## config.mk

```make
export PLATFORM = sky130hd
export DESIGN_NAME = nand_barrier
export DESIGN_NICKNAME = d
export VERILOG_FILES = /design/src/rtl/nand_barrier.sv
export SDC_FILE = /design/constraint.sdc
export NUM_CORES = 1
export LEC_CHECK = 0
export ABC_AREA = 1
export BUFFER_PORTS_ARGS = -buffer_cell sky130_fd_sc_hd__buf_2
export CAP_MARGIN = 25
export CORE_UTILIZATION = 34
export DETAILED_ROUTE_END_ITERATION = 7
export GPL_TIMING_DRIVEN = 0
export PLACE_DENSITY = 0.75
export SETUP_SLACK_MARGIN = 0.4
export SKIP_CTS_REPAIR_TIMING = 1
export SLEW_MARGIN = 40
export SYNTH_ARGS = -nofsm -noshare
export SYNTH_HDL_FRONTEND = slang
export SYNTH_SLANG_ARGS = --single-unit
```

## constraint.sdc

```tcl
create_clock -name clk -period 1.34 [get_ports clk]
set_clock_uncertainty 0.05 [all_clocks]
set_input_delay 0.067 -clock clk [delete_from_list [all_inputs] [get_ports clk]]
set_output_delay 0.067 -clock clk [all_outputs]
set_load 0.005 [all_outputs]
```

## src/rtl/nand_barrier.sv

```systemverilog
`timescale 1ns/1ps
module nand_barrier #(
  parameter int NPE    = 8,
  parameter int DW     = 4,
  parameter int SETTLE = 4
) (
  input  logic               clk,
  input  logic               rst_n,
  input  logic [NPE-1:0]     pe_ready,
  input  logic [NPE-1:0]     pe_sync,
  input  logic [NPE*DW-1:0]  pe_data,
  output logic [DW-1:0]      result,
  output logic [NPE-1:0]     pe_go,
  output logic [NPE-1:0]     pe_wait,
  output logic [NPE*$clog2(NPE)-1:0] pe_id
);
  localparam int IDW = $clog2(NPE);
  localparam int CW  = $clog2(SETTLE + 1);

  typedef enum logic [1:0] {S_IDLE, S_SETTLE, S_DONE} st_t;

  st_t           state;
  logic [CW-1:0] cnt;
  logic          is_sync;
  logic [NPE-1:0] req;
  logic [DW-1:0]  nand_val;

  assign req     = pe_ready | pe_sync;
  assign pe_wait = req & ~pe_go;

  for (genvar i = 0; i < NPE; i++) begin : g_id
    assign pe_id[i*IDW +: IDW] = IDW'(i);
  end

  always_comb begin
    logic [DW-1:0] acc;
    acc = '1;
    for (int i = 0; i < NPE; i++) acc = acc & pe_data[i*DW +: DW];
    nand_val = ~acc;
  end

  always_ff @(posedge clk) begin
    if (!rst_n) begin
      state   <= S_IDLE;
      cnt     <= '0;
      is_sync <= 1'b0;
      pe_go   <= '0;
      result  <= '0;
    end else begin
      case (state)
        S_IDLE: if ((&pe_sync) || (&pe_ready)) begin
          state   <= S_SETTLE;
          cnt     <= '0;
          is_sync <= &pe_sync;
        end
        S_SETTLE: if (cnt == CW'(SETTLE - 1)) begin
          state <= S_DONE;
          pe_go <= '1;
          if (!is_sync) result <= nand_val;
        end else begin
          cnt <= cnt + 1'b1;
        end
        default: begin
          pe_go <= pe_go & req;
          if (~|req) state <= S_IDLE;
        end
      endcase
    end
  end

  p_result_hold_r4: assert property (@(posedge clk) disable iff (!rst_n)
    (state == S_DONE && $past(state) == S_DONE) |-> $stable(result));

  p_go_all_r2: assert property (@(posedge clk) disable iff (!rst_n)
    $rose(|pe_go) |-> ((&pe_go) && $past(state) == S_SETTLE));

  p_go_drop_r5: assert property (@(posedge clk) disable iff (!rst_n)
    (pe_go & $past(pe_go) & ~$past(req)) == '0);

  p_no_restart_r5: assert property (@(posedge clk) disable iff (!rst_n)
    ($past(state) == S_DONE && state != S_DONE) |-> ($past(req) == '0));

  p_sync_keeps_r6: assert property (@(posedge clk) disable iff (!rst_n)
    (state == S_DONE && $past(state) == S_SETTLE && is_sync) |-> $stable(result));
endmodule

```

Word level (Yosys, flattened, before mapping)
Index checks and enable logic that the tools add are counted.
- output and inout port bits: 44
- flip-flop bits (word level): 18
- add/sub/neg operators: 1
- reductions and logical operators: 11
- bitwise operators: 14
- equality and inequality tests: 6
- muxes and demuxes: 9
- operator list (kind ; count):
    4-bit AND ; 7
    8-bit AND ; 2
    8-bit case mux with 2 select lines ; 1
    8-bit AND reduction ; 2
    3-bit AND reduction ; 3
    8-bit 2-to-1 mux ; 1
    8-bit inverter ; 1
    8-bit OR ; 1
    8-bit OR reduction ; 1
    2-bit 2-to-1 mux ; 3
    3-bit 2-to-1 mux ; 2
    2-bit != test (second input constant) ; 3
    3-bit case mux with 2 select lines ; 1
    4-bit inverter ; 1
    2-bit case mux with 2 select lines ; 1
    2-bit AND reduction ; 2
    3-bit by 1-bit adder with 3-bit output (second input constant) ; 1
    3-bit by 2-bit == test with 1-bit output (second input constant) ; 1
    3-bit by 1-bit != test with 1-bit output (second input constant) ; 1
    2-bit by 1-bit == test with 1-bit output (second input constant) ; 1
    2-bit zero test ; 1
    1-bit inverter ; 2
    2-bit nonzero test ; 1
    1-bit logical OR ; 1

Logic depth before layout (Yosys ltp)
Gate-level depths: netlist of run 1.
- depth after elaboration: 8
- mapped depth: 9
- gate-level depth less buffers: 9

Worst setup path after synthesis of run 1
Ideal clock, no wire load.
- path kind: register -> register
- start point: register cnt[0]
- end point: register pe_go[0]
- period minus slack after synthesis: 1.335 ns
- buffers on the path: 0
- stages on the path, launching flop included: 8
- path slack: 0.005 ns
- arrival: 1.151 ns
- path through: dfxtp_1 -> ha_1 -> ha_1 -> inv_1 -> nand2_4 -> nand2_4 -> o31ai_1 -> a21oi_1
- word-level cells in the longest chain between the ends: 3
- RTL lines (what ; line ; text):
    start, declared ; 23 ; logic [CW-1:0] cnt;
    start signal, assigned ; 61 ; cnt <= cnt + 1'b1;
    3-bit by 2-bit == test with 1-bit output ; 56 ; S_SETTLE: if (cnt == CW'(SETTLE - 1)) begin
    2-bit != test (no line) ; - ;
    2-bit AND reduction (no line) ; - ;
    end signal, assigned ; 64 ; pe_go <= pe_go & req;
    end, declared ; 13 ; output logic [NPE-1:0] pe_go,
No other way between the ends.
A chain may end at the register's enable or synchronous reset.

Final worst setup path of run 1
- start point: register cnt[0]
- end point: register state[0]
- word-level cells in the longest chain between the ends: 3
- RTL lines (what ; line ; text):
    3-bit by 2-bit == test with 1-bit output ; 56 ;
    2-bit != test (no line) ; - ;
    3-bit AND reduction (no line) ; - ;
    end signal, assigned ; 52 ; state <= S_SETTLE;
    end signal, assigned ; 57 ; state <= S_DONE;
    end signal, assigned ; 65 ; if (~|req) state <= S_IDLE;
    end, declared ; 22 ; st_t state;
No other way between the ends.

==> results of run 1 <==
[flip-flops by register name, indices dropped and copies added (netlist names)]
signal   cells
is_sync      1
state        2
pe_go        8
result       4
cnt          3
[cells by family after synthesis]
kind of cell               Yosys count  synth area share
DFF                                 18             0.321
adders and majority gates            2            0.0223
AOI/OAI and AO/OA                   31             0.159
other                                2           0.00669
buffers and inverters               33             0.191
and+or+nand+nor                     72             0.300
[synth_stat cells]
cell type / number
a21oi_1: 15
a21oi_2: 1
buf_4: 24
clkbuf_1: 1
conb_1: 2
dfxtp_1: 18
ha_1: 2
inv_1: 7
inv_2: 1
nand2_1: 25
nand2_2: 3
nand2_4: 3
nand3_1: 1
nand4_1: 8
nor2_1: 30
nor2_4: 2
o21ai_0: 7
o31ai_1: 8
[layout make-up]
class / instances / area [um2]
Fill cell: 309 / 1210
Multi-Input combinational cell: 130 / 791
Timing Repair Buffer: 75 / 415
Sequential cell: 18 / 380
Buffer: 25 / 184
Tap cell: 44 / 55.1
Clock buffer: 4 / 36.3
Inverter: 8 / 35.0
[where the power goes]
part | internal (uW) | leakage (uW) | switching [uW] | total [uW]
combinational | 122 | 0.000712 | 107 | 229
sequential | 531 | 0.000151 | 1.54 | 532
clock | 166 | 0.0000210 | 168 | 334
total | 818 | 0.000884 | 276 | 1090
[critical path: cells and delay by family (launching register included)]
family,cells,cell delay (ns)
buf+inv,1,0.07
simple gates,5,0.37
flops,1,0.37
compound gates,1,0.12
fa+ha+maj,2,0.33
[stage by stage]
stage	hold WS, ns	std cells	setup TNS (ns)
after detailed placement	0.294	293	-0.0407
final	0.0341	304	-0.0656
after global routing	0.0307	304	-0.870
after CTS	-0.0301	297	-0.167
after global placement	0.292	293	-0.0129
after floorplan	0.145	180	0
[layer usage]
layer,wire length [um],GRT usage,up-vias
met5,0,0,-
met4,13,0.0340,0
met3,226,0.0459,2
met2,1540,0.273,61
met1,1170,0.169,569
li1,-,-,682
[worst max-delay path by stage]
stage	from	end
2_1_floorplan	cnt[1]	pe_go[0]
3_3_place_gp	cnt[0]	pe_go[0]
3_5_place_dp	cnt[0]	pe_go[0]
4_1_cts	cnt[0]	pe_go[0]
5_1_grt	cnt[0]	state[0]
6_report	cnt[0]	state[0]
==> out/qor.yml, run 1 <==
worst_setup_path:
  startpoint_type: "register"
  r2r_start: "cnt[0]"
  path_cells: "ha_4 -> ha_4 -> inv_4 -> nand2_8 -> nand2_4 -> nand2_1 -> nand2_1 -> nand2_1 -> a21oi_2"
  reg2reg_depth: 9
  end_kind: "register"
  max_stage_delay_ns: 0.37
  cp_max_fo: 4
  rrSetupSlack_ns: -0.03
  cpMostUsedCell: "nand2_1"
  reg2reg_to: "state[0]"
  crit_type: "reg -> reg"
  worst_ep_arrival_time_ns: 1.55
  cp.required_ns: 1.52
  critPathSlowestCell: "dfxtp_4"
clock_network:
  clkLatencyLatePin_ns: 0.29
  clock_sinks: 18
  clkTransAtPathRegs_ns: 0.10
  root_buffer: "clkbuf_4"
  cts_buffers: 3
  htreeDepth: 1
  clockBufferDepth: 2
  cts_tree: "yes"
grt:
  grt_overflow: 0
  grt_pass1_wl_um: 4040
  grt_usage: 0.150
  grt_max_degree: 11
  first_global_vias: 1055
  grt_antenna_before_repair: 0
layout:
  final_util: 0.611
  nets: 313
  fin_area_um2: 1900
  layout-drive-gt1-share: 0.538
  layout_commonest_cell: "buf_2"
  synthToLayoutAreaGrowth_pct: 69.0
  diodes: 0
  final_cell_mix: "68 x buf_2, 29 x nor2_1, 27 x buf_4, 25 x nand2_1, 24 x conb_1"
timing:
  fin_ws_ns: -0.0251
  fin_crit_ns: 1.37
  maxSlewViolCount: 0
  setup_violations: 7
  hold_viol: 0
  timing.fmax_mhz: 733
  post-route-period-util: 1.02
  rsz0062_at_grt: "true"
  worst_slew_pin_slew_ns: 0.534
  relSlewSlack: 0.644
power_and_ir_drop:
  total_power_uw: 1090
  leakagePower_uw: 0.000884
  peakVddDrop_v: 0.000592
  power_density_nw_per_um2: 577
logic_synthesis:
  synth_top_area_cell: "dfxtp_1"
  syn_inst: 158
  synth_top_cell_area_share: 0.321
  ys_types: 18
  syn_area_um2: 1120
  synth-seq-cells: 18
  yosys-top-cells-area: "dfxtp_1 32%, buf_4 16%, nor2_1 10%"
  yosysWarnings: 0
  syn_area_per_cell_um2: 7.10
  ys_seq_area_frac: 0.321
floorplanning:
  core_area_um2: 3100
  die_h_um: 59.5
  die_w_um: 59.5
  rows: 20
  start_util: 0.362
  io_pins: 94
  die_area_um2: 3530
detailed_routing:
  drtIter0Drc: 17
  routed_wl_um: 2950
  dr.pass1.iters: 2
  avgRoutedWirePerCell_um: 9.71
  vias: 1314
  avgViaCountPerCell: 4.32
  drcViolationCount: 0
  ant_nets: 0
worst_hold_path:
  hold_end: "pe_go[6]"
  hold_path.class: "in -> reg"
  whs_path_depth: 3
  hold_start: "pe_sync[6]"
status:
  status: "finished, violations left"
  violations: "negative setup slack"
placed_design:
  place_congestion: 0.778
  post-place-ws_ns: -0.0201
  postPlaceCellArea_um2: 1640
  hpwl_um: 2150
  port_buffers: 69
flow_run:
  max_cap_violations: 0
(Power assumes the default switching activity.)
==> run 2: changes to the inputs <==
--- a/config.mk
+++ b/config.mk
@@ -6,14 +6,12 @@
 export NUM_CORES = 1
 export LEC_CHECK = 0
 export ABC_AREA = 1
-export BUFFER_PORTS_ARGS = -buffer_cell sky130_fd_sc_hd__buf_2
 export CAP_MARGIN = 25
-export CORE_UTILIZATION = 34
+export CORE_UTILIZATION = 35
 export DETAILED_ROUTE_END_ITERATION = 7
+export DONT_BUFFER_PORTS = 1
 export GPL_TIMING_DRIVEN = 0
-export PLACE_DENSITY = 0.75
 export SETUP_SLACK_MARGIN = 0.4
-export SKIP_CTS_REPAIR_TIMING = 1
 export SLEW_MARGIN = 40
 export SYNTH_ARGS = -nofsm -noshare
 export SYNTH_HDL_FRONTEND = slang
==> out/qor.yml, run 2 (synthesis results as in run 1) <==
placed_design:
  port_buffers: 0  # -100%
  postPlaceCellArea_um2: 1290  # -21%
  hpwl_um: 2140  # -0.33%
  place_congestion: 0.713  # -8.5%
floorplanning:
  io_pins: 94  # unchanged
  start_util: 0.368  # +0.00593
  die_h_um: 58.6  # -1.4%
  rows: 20  # unchanged
  die_w_um: 58.6  # -1.4%
  die_area_um2: 3440  # -2.8%
  core_area_um2: 3050  # -1.6%
clock_network:
  root_buffer: "clkbuf_4"
  cts_buffers: 3  # unchanged
  htreeDepth: 1  # unchanged
  cts_tree: "yes"
  clock_sinks: 18  # unchanged
  clockBufferDepth: 2  # unchanged
  clkTransAtPathRegs_ns: 0.12  # +0.02 ns
  clkLatencyLatePin_ns: 0.30  # about the same
timing:
  rsz0062_at_grt: "true"
  hold_ws_ns: -0.0350  # -0.0691 ns
  fin_crit_ns: 1.35  # -0.0151 ns
  fin_ws_ns: -0.0100  # +0.0151 ns
  timing.fmax_mhz: 741  # +1.1%
  hold_viol: 2  # +2
  post-route-period-util: 1.01  # -0.0113
  relSlewSlack: 0.659  # +0.0155
  maxSlewViolCount: 0  # unchanged
  setup_violations: 3  # -4
  worst_slew_pin_slew_ns: 0.511  # -0.0232 ns
worst_hold_path:
  whs_path_depth: 3  # unchanged
  hold_start: "pe_data[5]"
  hold_path.class: "in -> reg"
  hold_end: "result[1]"
grt:
  grt_overflow: 0  # unchanged
  grt_pass1_wl_um: 4540  # +12%
  grt_usage: 0.176  # +0.0265
  grt_max_degree: 11  # unchanged
  first_global_vias: 1055  # unchanged
  grt_antenna_before_repair: 0  # unchanged
flow_run:
  max_cap_violations: 0  # unchanged
power_and_ir_drop:
  power_density_nw_per_um2: 609  # +5.5%
  leakagePower_uw: 0.000807  # -8.7%
  total_power_uw: 1110  # +1.1%
  peakVddDrop_v: 0.000418  # -29%
detailed_routing:
  drtIter0Drc: 34  # +17
  drcViolationCount: 0  # unchanged
  ant_nets: 0  # unchanged
  vias: 1227  # -6.6%
  avgRoutedWirePerCell_um: 12.8  # +32%
  routed_wl_um: 3380  # +14%
  dr.pass1.iters: 4  # +2
  avgViaCountPerCell: 4.65  # +7.5%
layout:
  nets: 273  # -13%
  largest_reg_flops: 8  # unchanged
  largest_register: "pe_go"
  diodes: 0  # unchanged
  synthToLayoutAreaGrowth_pct: 62.0
  fin_area_um2: 1820  # -4.2%
  layout_commonest_cell: "buf_4"
  layout-drive-gt1-share: 0.368  # -0.170
  reg_top3: "pe_go (8), result (4), cnt (3)"
  final_cell_mix: "30 x buf_4, 24 x nand2_1, 24 x conb_1, 21 x dlygate4sd3_1, 19 x nor2_1"
worst_setup_path:
  cp.required_ns: 1.46  # -0.06 ns
  worst_ep_arrival_time_ns: 1.47  # -0.08 ns
  rrSetupSlack_ns: -0.01  # +0.02 ns
  r2r_start: "cnt[1]"
  reg2reg_to: "pe_go[0]"
  reg2reg_depth: 7  # -2
  end_kind: "register"
  startpoint_type: "register"
  crit_type: "reg -> reg"
  cp_max_fo: 5  # +1
status:
  violations: "negative hold slack, negative setup slack"
  status: "finished, violations left"
==> run 2: changes by cell type in the layout (fill, tap and decap cells not counted), moves of 4 or more <==
| cell | before | now |
|---|---|---|
| buf_2 | 68 | 0 |
| dlygate4sd3_1 | 1 | 21 |
| nor2_1 | 29 | 19 |
| dlymetal6s4s_1 | 0 | 8 |
| nor2_2 | 1 | 7 |
| nor2_4 | 2 | 6 |
==> run 2: timing repair <==
action	4_1_cts	5_1_grt
setup endpoints to repair	19	26
setup buffers	1	5
cloned	0	1
resized for setup	10	40
hold buffers	28	1
endpoints found under the hold margin	17	1
pin swaps	3	6
==> run 2: critical path: stages (launching register included) <==
cell,delay [ns]
dfxtp_2,0.36
ha_4,0.14
ha_4,0.15
inv_2,0.04
nand2_4,0.12
nand2_8,0.09
o31ai_2,0.17
a21oi_1,0.10
==> run 2: how the worst max path moves through the flow <==
stage                to   start
2_1_floorplan  pe_go[0]  cnt[1]
3_3_place_gp   pe_go[0]  cnt[1]
3_5_place_dp   pe_go[0]  cnt[0]
4_1_cts        state[0]  cnt[1]
5_1_grt        pe_go[7]  cnt[1]
6_report       pe_go[0]  cnt[1]
==> run 2: per-layer routing <==
metal,wire length (um),vias to the layer above,global-route usage
li1,-,607,-
met1,1360,574,0.194
met2,1810,42,0.328
met3,163,4,0.0352
met4,42,0,0.0714
met5,0,-,0
==> run 2: area by class of cell <==
type | count | area, um2
multi-input combinational | 130 | 777
tap | 44 | 55.1
sequential | 18 | 380
buffer | 25 | 184
timing repair buffer | 35 | 355
fill | 296 | 1230
clock buffer | 4 | 36.3
inverter | 8 | 30.0
==> run 2: stage by stage <==
stage	utilization	hold WS [ns]	setup TNS [ns]	cells	setup WS (ns)
after floorplan	-	0.145	0	180	0.0667
after global placement	0.423	0.156	-0.0106	224	-0.0106
after detailed placement	0.423	0.159	-0.0641	224	-0.0482
after CTS	0.543	0.00560	-0.00287	257	-0.00147
after global routing	0.595	0.00243	-0.599	264	-0.0716
final	0.595	-0.0350	-0.0170	264	-0.0100
==> run 2: report_power, final <==
part	switching, uW	total (uW)	internal (uW)
Sequential	1.53	532	531
Combinational	92.7	220	127
Clock	189	355	166
Total	283	1110	824
==> run 3: changes to the inputs <==
--- a/config.mk
+++ b/config.mk
@@ -12,6 +12,7 @@
 export DONT_BUFFER_PORTS = 1
 export GPL_TIMING_DRIVEN = 0
 export SETUP_SLACK_MARGIN = 0.4
+export SKIP_LAST_GASP = 1
 export SLEW_MARGIN = 40
 export SYNTH_ARGS = -nofsm -noshare
 export SYNTH_HDL_FRONTEND = slang
==> out/qor.yml, run 3 (synthesis results as in run 1) <==
grt:
  grt_antenna_before_repair: 0  # unchanged
  first_global_vias: 1055  # unchanged
  grt_usage: 0.176  # unchanged
  grt_overflow: 0  # unchanged
  grt_pass1_wl_um: 4540  # unchanged
  grt_max_degree: 11  # unchanged
timing:
  post-route-period-util: 1.01  # about the same
  hold_ws_ns: -0.0359  # -0.000927 ns
  fin_ws_ns: -0.00992  # +0.0000734 ns
  rsz0062_at_grt: "true"
  timing.fmax_mhz: 741  # about the same
  worst_slew_pin_slew_ns: 0.510  # -0.00114 ns
  maxSlewViolCount: 0  # unchanged
  relSlewSlack: 0.660  # +0.000762
  fin_crit_ns: 1.35  # -0.0000734 ns
  hold_viol: 1  # -1
  setup_violations: 3  # unchanged
worst_setup_path:
  r2r_start: "cnt[1]"
  crit_type: "reg -> reg"
  path_cells: "ha_4 -> ha_4 -> inv_2 -> nand2_4 -> nand2_8 -> o31ai_2 -> a21oi_1"
  worst-path-buf-inv: 1  # unchanged
  cp_num_cells: 7  # unchanged
  end_kind: "register"
  max_stage_delay_ns: 0.36  # about the same
  cpMostUsedCell: "ha_4"
  startpoint_type: "register"
  critPathLaunch: "cnt[1]"
  rrSetupSlack_ns: -0.01  # about the same
  reg2reg_depth: 7  # unchanged
  cp.required_ns: 1.46  # about the same
  critPathSlowestCell: "dfxtp_2"
  cp_max_fo: 5  # unchanged
  cpLargestDelayFamily: "flip-flops"
  worst_ep_arrival_time_ns: 1.47  # about the same
clock_network:
  clock_sinks: 18  # unchanged
  htreeDepth: 1  # unchanged
  root_buffer: "clkbuf_4"
  cts_buffers: 3  # unchanged
  clkTransAtPathRegs_ns: 0.12  # about the same
  cts_tree: "yes"
  clockBufferDepth: 2  # unchanged
  clkLatencyLatePin_ns: 0.30  # about the same
power_and_ir_drop:
  total_power_uw: 1110  # about the same
  peakVddDrop_v: 0.000418  # about the same
  leakagePower_uw: 0.000806  # about the same
  power_density_nw_per_um2: 610  # +0.27%
detailed_routing:
  avgRoutedWirePerCell_um: 12.8  # about the same
  met2_length_um: 1810  # -0.17%
  routed_wl_um: 3380  # about the same
  drtIter0Drc: 28  # -18%
  ant_nets: 0  # unchanged
  top_layer_used: "met4"
  wl_met1_um: 1360  # +0.29%
  vias: 1228  # +0.081%
  dr_wl_met3_um: 163  # unchanged
  dr.pass1.iters: 4  # unchanged
  avgViaCountPerCell: 4.65  # about the same
  drcViolationCount: 0  # unchanged
floorplanning:
  die_h_um: 58.6  # unchanged
  core_area_um2: 3050  # unchanged
  start_util: 0.368  # unchanged
  rows: 20  # unchanged
  die_w_um: 58.6  # unchanged
  io_pins: 94  # unchanged
  die_area_um2: 3440  # unchanged
placed_design:
  postPlaceCellArea_um2: 1290  # unchanged
  hpwl_um: 2140  # unchanged
  post-place-ws_ns: -0.0482  # unchanged
  port_buffers: 0  # unchanged
  place_congestion: 0.713  # unchanged
layout:
  final_cell_mix: "30 x buf_4, 25 x nand2_1, 24 x conb_1, 21 x dlygate4sd3_1, 19 x nor2_1"
  layout-drive-gt1-share: 0.359  # -0.00909
  layout_commonest_cell: "buf_4"
  largest_reg_flops: 8  # unchanged
  diodes: 0  # unchanged
  nFillCells: 298  # +0.68%
  largest_register: "pe_go"
  fin_area_um2: 1810  # -0.34%
  nets: 273  # unchanged
  reg_top3: "pe_go (8), result (4), cnt (3)"
  synthToLayoutAreaGrowth_pct: 61.4
status:
  status: "finished, violations left"
  violations: "negative hold slack, negative setup slack"
worst_hold_path:
  hold_path.class: "in -> reg"
  whs_path_depth: 3  # unchanged
  hold_start: "pe_data[5]"
flow_run:
  max_cap_violations: 0  # unchanged
==> run 3: cell count changes in the layout (fill, tap and decap cells not counted) <==
cell,before,now
o21ai_0,3,5
o21ai_1,3,2
nand2_1,24,25
o21ai_2,1,0
nand2_2,4,3
==> run 3: per-layer routing <==
layer  vias to the layer above  GRT usage
li1                        607          -
met1                       575      0.194
met2                        42      0.328
met3                         4     0.0352
met4                         0     0.0714
met5                         -          0
==> run 3: what timing repair did <==
action | in CTS | in global routing
pin swaps | 3 | 6
endpoints found under the setup margin | 19 | 26
buffers inserted | 1 | 5
hold endpoints to repair | 17 | 1
hold buffers | 28 | 1
gates resized for setup | 9 | 37
cloned | 0 | 1
==> run 3: cell type report <==
cell class / instances / area [um2] / share of cell area
Clock buffer: 4 / 36.3 / 0.0200
Sequential cell: 18 / 380 / 0.210
Multi-Input combinational cell: 130 / 771 / 0.425
Tap cell: 44 / 55.1 / 0.0304
Buffer: 25 / 184 / 0.102
Inverter: 8 / 30.0 / 0.0166
Timing Repair Buffer: 35 / 355 / 0.196
==> run 3: through the flow <==
stage,util,setup TNS [ns],instances
2_1_floorplan,-,0,180
3_3_place_gp,0.423,-0.0106,224
6_report,0.593,-0.0168,264
3_5_place_dp,0.423,-0.0641,224
4_1_cts,0.543,-0.00287,257
5_1_grt,0.593,-0.643,264
==> run 3: final timing paths <==
check | endpoint
worst max-delay path | pe_go[0]
worst min-delay path | result[1]
worst max register to register | pe_go[0]
worst min register to register | result[0]
==> run 3: report_power, final <==
part | switching, uW | total, uW | internal, uW | leakage, uW
Combinational | 92.2 | 219 | 127 | 0.000634
Sequential | 1.51 | 532 | 531 | 0.000151
Clock | 189 | 354 | 166 | 0.0000210
Total | 282 | 1110 | 824 | 0.000806
==> run 3: tightest hold or removal path, cell delays in order <==
cell     delay [ns]
nand4_1        0.05
o21ai_1        0.07
a21oi_1        0.11
